$ cat src/rtl/cpuif_pkg.sv
package cpuif_pkg;

  localparam int SEL_W = 4;

  typedef enum logic [SEL_W-1:0] {
    SEL_ACK   = 4'd0,
    SEL_EOI   = 4'd1,
    SEL_PMASK = 4'd2,
    SEL_BP0   = 4'd3,
    SEL_BP1   = 4'd4,
    SEL_GEN0  = 4'd5,
    SEL_GEN1  = 4'd6,
    SEL_CTRL  = 4'd7
  } sel_e;

  // control word fields
  localparam int CTRL_HINT_BIT = 6;
  localparam int CTRL_PRI_LSB  = 8;
  localparam int CTRL_PRI_VAL  = 4;
  localparam int CTRL_ID_LSB   = 11;
  localparam int CTRL_ID_VAL   = 0;

  typedef struct packed {
    logic ack_rd;
    logic eoi_wr;
    logic pmask_wr;
    logic bp0_wr;
    logic bp1_wr;
    logic gen0_wr;
    logic gen1_wr;
    logic cfg_rd;
    logic bad;
  } dec_t;

  function automatic logic [63:0] ctrl_word();
    logic [63:0] w;
    w = '0;
    w[CTRL_HINT_BIT] = 1'b1;
    w[CTRL_PRI_LSB +: 3] = 3'(CTRL_PRI_VAL);
    w[CTRL_ID_LSB +: 3] = 3'(CTRL_ID_VAL);
    return w;
  endfunction

  // index of lowest set bit, 0 when none
  function automatic int lowest_set(logic [63:0] v);
    int idx;
    idx = 0;
    for (int i = 63; i >= 0; i--) begin
      if (v[i]) idx = i;
    end
    return idx;
  endfunction

  function automatic logic id_in_range(logic [63:0] v, int n);
    return v < 64'(n);
  endfunction

endpackage

$ cat src/rtl/cpuif_sel_decode.sv
module cpuif_sel_decode
  import cpuif_pkg::*;
(
  input  logic [SEL_W-1:0] sel,
  input  logic             rd_stb,
  input  logic             wr_stb,
  output dec_t             dec
);

  always_comb begin
    dec = '0;
    if (rd_stb && wr_stb) begin
      dec.bad = 1'b1;
    end else if (rd_stb) begin
      case (sel)
        SEL_ACK:                                   dec.ack_rd = 1'b1;
        SEL_PMASK, SEL_BP0, SEL_BP1,
        SEL_GEN0, SEL_GEN1, SEL_CTRL:              dec.cfg_rd = 1'b1;
        default:                                   dec.bad    = 1'b1;
      endcase
    end else if (wr_stb) begin
      case (sel)
        SEL_EOI:   dec.eoi_wr   = 1'b1;
        SEL_PMASK: dec.pmask_wr = 1'b1;
        SEL_BP0:   dec.bp0_wr   = 1'b1;
        SEL_BP1:   dec.bp1_wr   = 1'b1;
        SEL_GEN0:  dec.gen0_wr  = 1'b1;
        SEL_GEN1:  dec.gen1_wr  = 1'b1;
        SEL_CTRL:  ;
        default:   dec.bad      = 1'b1;
      endcase
    end
  end

endmodule

$ cat src/rtl/cpuif_pend_pick.sv
module cpuif_pend_pick
  import cpuif_pkg::*;
#(
  parameter int N_INT = 32,
  localparam int IDX_W = $clog2(N_INT)
) (
  input  logic [N_INT-1:0] pend,
  output logic             found,
  output logic [IDX_W-1:0] id
);

  always_comb begin
    found = |pend;
    id    = IDX_W'(lowest_set(64'(pend)));
  end

endmodule

$ cat src/rtl/cpuif_cfg_bank.sv
module cpuif_cfg_bank
  import cpuif_pkg::*;
#(
  parameter int PRIO_W = 8,
  parameter int BP_W   = 3
) (
  input  logic              clk,
  input  logic              rst_n,
  input  dec_t              dec,
  input  logic [PRIO_W-1:0] wdat,
  output logic [PRIO_W-1:0] pmask,
  output logic [BP_W-1:0]   bp0,
  output logic [BP_W-1:0]   bp1,
  output logic              en0,
  output logic              en1
);

  always_ff @(posedge clk) begin
    if (!rst_n) begin
      pmask <= '0;
      bp0   <= '0;
      bp1   <= '0;
      en0   <= 1'b0;
      en1   <= 1'b0;
    end else begin
      if (dec.pmask_wr) pmask <= wdat;
      if (dec.bp0_wr)   bp0   <= wdat[BP_W-1:0];
      if (dec.bp1_wr)   bp1   <= wdat[BP_W-1:0];
      if (dec.gen0_wr)  en0   <= wdat[0];
      if (dec.gen1_wr)  en1   <= wdat[0];
    end
  end

endmodule

$ cat src/rtl/cpuif_ack.sv
module cpuif_ack
  import cpuif_pkg::*;
#(
  parameter int N_INT     = 32,
  parameter int DATA_W    = 64,
  parameter int PRIO_W    = 8,
  parameter int BP_W      = 3,
  parameter int NO_INT_ID = 1023,
  localparam int IDX_W    = $clog2(N_INT)
) (
  input  logic              clk,
  input  logic              rst_n,
  input  logic [SEL_W-1:0]  sel,
  input  logic              rd_stb,
  input  logic              wr_stb,
  input  logic [DATA_W-1:0] wr_data,
  input  logic [N_INT-1:0]  pend_bits,
  output logic [DATA_W-1:0] rd_data,
  output logic              rd_vld,
  output logic              act_set,
  output logic [IDX_W-1:0]  act_set_id,
  output logic              act_clr,
  output logic [IDX_W-1:0]  act_clr_id,
  output logic              fiq_en,
  output logic              irq_en,
  output logic              acc_err
);

  dec_t              dec;
  logic              pick_found;
  logic [IDX_W-1:0]  pick_id;
  logic [PRIO_W-1:0] pmask;
  logic [BP_W-1:0]   bp0;
  logic [BP_W-1:0]   bp1;
  logic              en0;
  logic              en1;
  logic [DATA_W-1:0] rd_next;

  // named events for the checker
  logic ack_fire;
  logic eoi_fire;
  logic eoi_reject;

  cpuif_sel_decode u_dec (
    .sel    (sel),
    .rd_stb (rd_stb),
    .wr_stb (wr_stb),
    .dec    (dec)
  );

  cpuif_pend_pick #(.N_INT(N_INT)) u_pick (
    .pend  (pend_bits),
    .found (pick_found),
    .id    (pick_id)
  );

  cpuif_cfg_bank #(.PRIO_W(PRIO_W), .BP_W(BP_W)) u_cfg (
    .clk   (clk),
    .rst_n (rst_n),
    .dec   (dec),
    .wdat  (wr_data[PRIO_W-1:0]),
    .pmask (pmask),
    .bp0   (bp0),
    .bp1   (bp1),
    .en0   (en0),
    .en1   (en1)
  );

  assign ack_fire   = dec.ack_rd;
  assign eoi_fire   = dec.eoi_wr & id_in_range(64'(wr_data), N_INT);
  assign eoi_reject = dec.eoi_wr & ~id_in_range(64'(wr_data), N_INT);

  always_comb begin
    rd_next = '0;
    if (dec.ack_rd) begin
      rd_next = pick_found ? DATA_W'(pick_id) : DATA_W'(NO_INT_ID);
    end else if (dec.cfg_rd) begin
      case (sel)
        SEL_PMASK: rd_next = DATA_W'(pmask);
        SEL_BP0:   rd_next = DATA_W'(bp0);
        SEL_BP1:   rd_next = DATA_W'(bp1);
        SEL_GEN0:  rd_next = DATA_W'(en0);
        SEL_GEN1:  rd_next = DATA_W'(en1);
        SEL_CTRL:  rd_next = DATA_W'(ctrl_word());
        default:   rd_next = '0;
      endcase
    end
  end

  always_ff @(posedge clk) begin
    if (!rst_n) begin
      rd_data    <= '0;
      rd_vld     <= 1'b0;
      act_set    <= 1'b0;
      act_set_id <= '0;
      act_clr    <= 1'b0;
      act_clr_id <= '0;
      acc_err    <= 1'b0;
    end else begin
      rd_vld  <= rd_stb;
      if (rd_stb) rd_data <= rd_next;
      act_set <= ack_fire & pick_found;
      if (ack_fire & pick_found) act_set_id <= pick_id;
      act_clr <= eoi_fire;
      if (eoi_fire) act_clr_id <= wr_data[IDX_W-1:0];
      acc_err <= dec.bad | eoi_reject;
    end
  end

  assign fiq_en = en0;
  assign irq_en = en1;

endmodule

$ cat config.mk
export PLATFORM = sky130hd
export DESIGN_NAME = cpuif_ack
export DESIGN_NICKNAME = d
export VERILOG_FILES = /design/src/rtl/cpuif_pkg.sv /design/src/rtl/cpuif_sel_decode.sv /design/src/rtl/cpuif_pend_pick.sv /design/src/rtl/cpuif_cfg_bank.sv /design/src/rtl/cpuif_ack.sv
export SDC_FILE = /design/constraint.sdc
export NUM_CORES = 1
export LEC_CHECK = 0
export BUFFER_PORTS_ARGS = -buffer_cell sky130_fd_sc_hd__buf_2
export CAP_MARGIN = 0
export CORE_ASPECT_RATIO = 0.8
export CORE_UTILIZATION = 40
export DETAILED_ROUTE_END_ITERATION = 6
export PLACE_DENSITY_LB_ADDON = 0.2
export SLEW_MARGIN = 20
export SYNTH_ARGS = -nofsm -noshare
export SYNTH_HDL_FRONTEND = slang
export SYNTH_SLANG_ARGS = --single-unit
$ cat constraint.sdc
create_clock -name clk -period 2.4 [get_ports clk]
set_input_delay 0.48 -clock clk [delete_from_list [all_inputs] [get_ports clk]]
set_output_delay 0.48 -clock clk [all_outputs]
set_load 0.05 [all_outputs]
==> flow_results.org <==
** Run status
- Outcome :: finished, final reports clean

** Drt
- For this block, the routed nets add up to 6.63 mm of wire.
- Residual DRC :: 0
- The detail route stage leaves a number of antenna-violating nets equal to 0.
- Number of vias after detailed routing :: 2677
- The first routing iteration left 102 violations.
- The first detailed-routing pass ran for 4 iterations.
- Dividing the detail-routed wire length by the instance count gives 12.4 µm.
- In the routed layout, each cell is associated on average with a via count of 5.01.

** Cells and area
- Antenna diode count :: 0
- Layout overhead on the synthesized area :: 26.4%
- Fin nets :: 556
- Proportion of layout cells with a drive suffix above 1 :: 35.8%
- The filler cells instantiated in the layout total 638.
- After routing the design area is 3270 µm².

** Global routing
- Initial antenna violation count :: 0
- After global routing the overflow that remains totals 0.
- Global routing used 19.5% of the available tracks.
- GR Util met1 :: 24.5%
- The first global-routing pass estimated 10.5 mm of wire.
- Global routing consumed, on the met3 layer, 4.97% of the routing resources.
- Pin count of the biggest net entering global routing :: 21
- Gr busiest metal :: met2
- The via count of the first global-routing pass was 2371.
- Met2 demand-to-capacity share in global routing :: 33.2%

** Synthesis
- XOR/XNOR share of the synthesized area :: 0%
- Cell area after synthesis :: 2580 µm²
- Top flip-flop cell by instance count after synthesis :: dfxtp_1
- The synthesized design contains 0 enable-type register cells.
- Synth area leaders :: dfxtp_1 (31%), buf_4 (16%), mux2i_1 (7.0%)
- The cell count after synthesis came out at 319.
- Syn avg cell area :: 8.10 µm²
- Yosys top cell area share :: 31.0%
- Post-synthesis cell type with the largest combined area :: dfxtp_1
- Sequential share of the synthesized area :: 31.0%
- Synthesized-area fraction occupied by ao, oa, aoi and oai cells :: 15.6%
- Fraction of registers with async set or reset after synthesis :: 0%
- Yosys printed 0 warnings.
- Summing the areas of all and, or, nand and nor instances in the mapped netlist gives 26.8% of the synthesized area.
- The synthesized design contains 40 register bits.
- The number of different library cells used by synthesis comes to 53.
- Adder and majority cell fraction of the synthesized area :: 0.387%
- Mux share of post-synthesis cell area :: 7.85%
- By area, the combinational part of the netlist is dominated by simple AND/OR/NAND/NOR gates.

** Timing
- For the final routed database, the setup TNS stands at 0 ps.
- Final Max Tran Viols :: 0
- Maximum achievable frequency :: 524 MHz
- For the pin with the worst max-slew slack, the measured transition is 727 ps.
- Setup repair after global routing left no endpoint under its margin.
- Setup violations remaining at the end of the flow were counted as 0.
- In this run the tightest slew margin relative to its limit is 51.5%.
- Of the available clock period, the critical path in the final layout requires 79.5%.
- For the finished layout, the period the worst path requires is 1910 ps.
- Final hold violation count :: 0
- The clock arrives with 6.11 ps of skew.

** Clock network
- CTS Root Cell :: clkbuf_8
- Cts repair resizes :: 0
- TritonCTS clock tree :: done
- Clock network latency to the later pin of the worst-skew pair :: 300 ps
- The clock tree synthesis step divided the H-tree into 2 levels.
- Maximum number of buffers from clock root to sink :: 2
- Post-CTS timing repair inserted 0 buffers for setup.
- Number of buffers inserted during clock tree synthesis :: 5
- After clock tree synthesis, the flow added hold-fix buffers numbering 0.
- Worst-path clk slew :: 80 ps
- CTS sink cnt :: 40

** Worst setup path
- CP Max Fanout :: 4
- Endpoint required time on the critical path :: 2630 ps
- At the worst endpoint, the arrival time is 2140 ps.
- Setup Crit Path Kind :: in -> reg
- STA classifies the critical path startpoint as a primary input.
- The worst setup path is captured at a flop.

** Floorplan
- The floorplan step set the die width to 91.9 µm.
- Number of ports placed on the die boundary :: 184
- The die covers 6790 µm².
- Initial cell density of the core :: 42.6%
- Die Y :: 73.9 µm
- CORE AREA :: 6070 µm²
- Row Count :: 25

** Place
- Once detailed placement completed, the half-perimeter wirelength came to 5.55 mm.
- Final GP Congestion :: 0.845
- Once placement finished, the instance area stood at 3140 µm².
- During placement, the flow inserted port buffers numbering 130.

** Pwr
- VDD sags by at most 197 µV.
- Total power of the final layout :: 0.00170 W
- For this design the ratio of total power to cell area is 519 nW/µm².
- Summed over all cells, the static leakage comes to 1.62 nW.

** Hold path
- Class of the tightest hold or removal check :: in -> reg

** Flow run
- Max Cap Viol :: 0
-- where the power goes --
group | internal [W] | switching (W) | total [W] | leakage (nW)
Clock | 0.000367 | 0.000238 | 0.000605 | 0.0645
Combinational | 0.000102 | 0.000314 | 0.000417 | 1.23
Sequential | 0.000671 | 0.00000385 | 0.000675 | 0.323
-- kinds of logic (layout without fill, tap and decap cells) --
| family | count (synthesis) | after routing |
|---|---|---|
| and+or+nand+nor | 128 | 128 |
| muxes | 20 | 20 |
| buffers and inverters | 70 | 152 |
| AOI/OAI and AO/OA | 59 | 59 |
| DFF | 40 | 40 |
| other | 1 | 53 |
| adders and majority gates | 1 | 1 |
-- cells in the mapped netlist (2+ instances only) --
master,n
nor4_1,24
nand4_1,5
o31ai_1,2
or3_1,4
nand2b_1,3
a22oi_1,3
o211ai_1,2
nand2_1,14
clkbuf_1,6
nand4b_1,2
nor2b_1,6
a21oi_1,18
buf_4,54
o21ai_1,2
mux2_2,2
mux2i_1,18
inv_1,6
nor3_1,7
nor2_1,46
a222oi_1,2
nand3_1,5
a21oi_2,2
dfxtp_1,40
buf_2,3
or4_4,2
a31oi_1,3
o21ai_0,12
-- metal layers --
layer | vias up | routed length [µm]
li1 | 1318 | -
met1 | 1231 | 2840
met2 | 119 | 3180
met3 | 9 | 509
met4 | 0 | 91
met5 | - | 0
-- final timing paths --
check	start	to	slack (ps)	cells after the start
max	pend_bits[3]	rd_data[6]	490	6
min	wr_data[5]	u_cfg.pmask[5]	430	3
max reg2reg	u_cfg.en1	rd_data[0]	1100	4
min reg2reg	u_cfg.bp0[1]	u_cfg.bp0[1]	460	2
-- cell type report --
cell class,count,area (µm²),area share [%]
clock buffers,7,96.3,2.95
clock inverters,1,30.0,0.919
inverters,7,26.3,0.804
multi-input cells,261,1510,46.2
flip-flops and latches,40,801,24.5
well taps,81,101,3.10
repair buffers,137,703,21.5
-- registers in the layout, summed over array words and instances, names as in the netlist --
name	count
u_cfg.bp1	3
u_cfg.en1	1
act_set_id	5
u_cfg.bp0	3
u_cfg.en0	1
act_clr	1
u_cfg.pmask	8
rd_data	10
act_clr_id	5
acc_err	1
rd_vld	1
act_set	1
-- worst max-delay path, cell delays in order --
cell	delay, ps
buf_2	120
or4_4	550
nand3b_4	190
nor4_1	490
nor2_1	160
a21oi_1	150
-- layout by cell type, fill, tap and decap left out, types with 2 or more instances in the layout --
cell type    n
a21oi_1     18
a21oi_2      2
a222oi_1     2
a22oi_1      3
a31oi_1      3
buf_2      130
buf_4        7
clkbuf_8     7
conb_1      53
dfxtp_1     40
inv_1        6
mux2_2       2
mux2i_1     18
nand2_1     14
nand2b_1     3
nand3_1      5
nand4_1      5
nand4b_1     2
nor2_1      46
nor2b_1      6
nor3_1       7
nor4_1      24
o211ai_1     2
o21ai_0     12
o21ai_1      2
o31ai_1      2
or3_1        4
or4_4        2
-- stage by stage --
| step | hold WS (ps) | utilization [%] | std cells | setup WS [ps] |
|---|---|---|---|---|
| finish | 431 | 53.8 | 534 | 491 |
| global route | 441 | 53.8 | 534 | 343 |
| CTS | 430 | 53.8 | 534 | 454 |
| detailed placement | 448 | 51.8 | 526 | 149 |
| global placement | 446 | 51.8 | 526 | 197 |
| floorplan | 434 | - | 371 | 433 |
Power figures use the tool's default switching activity.
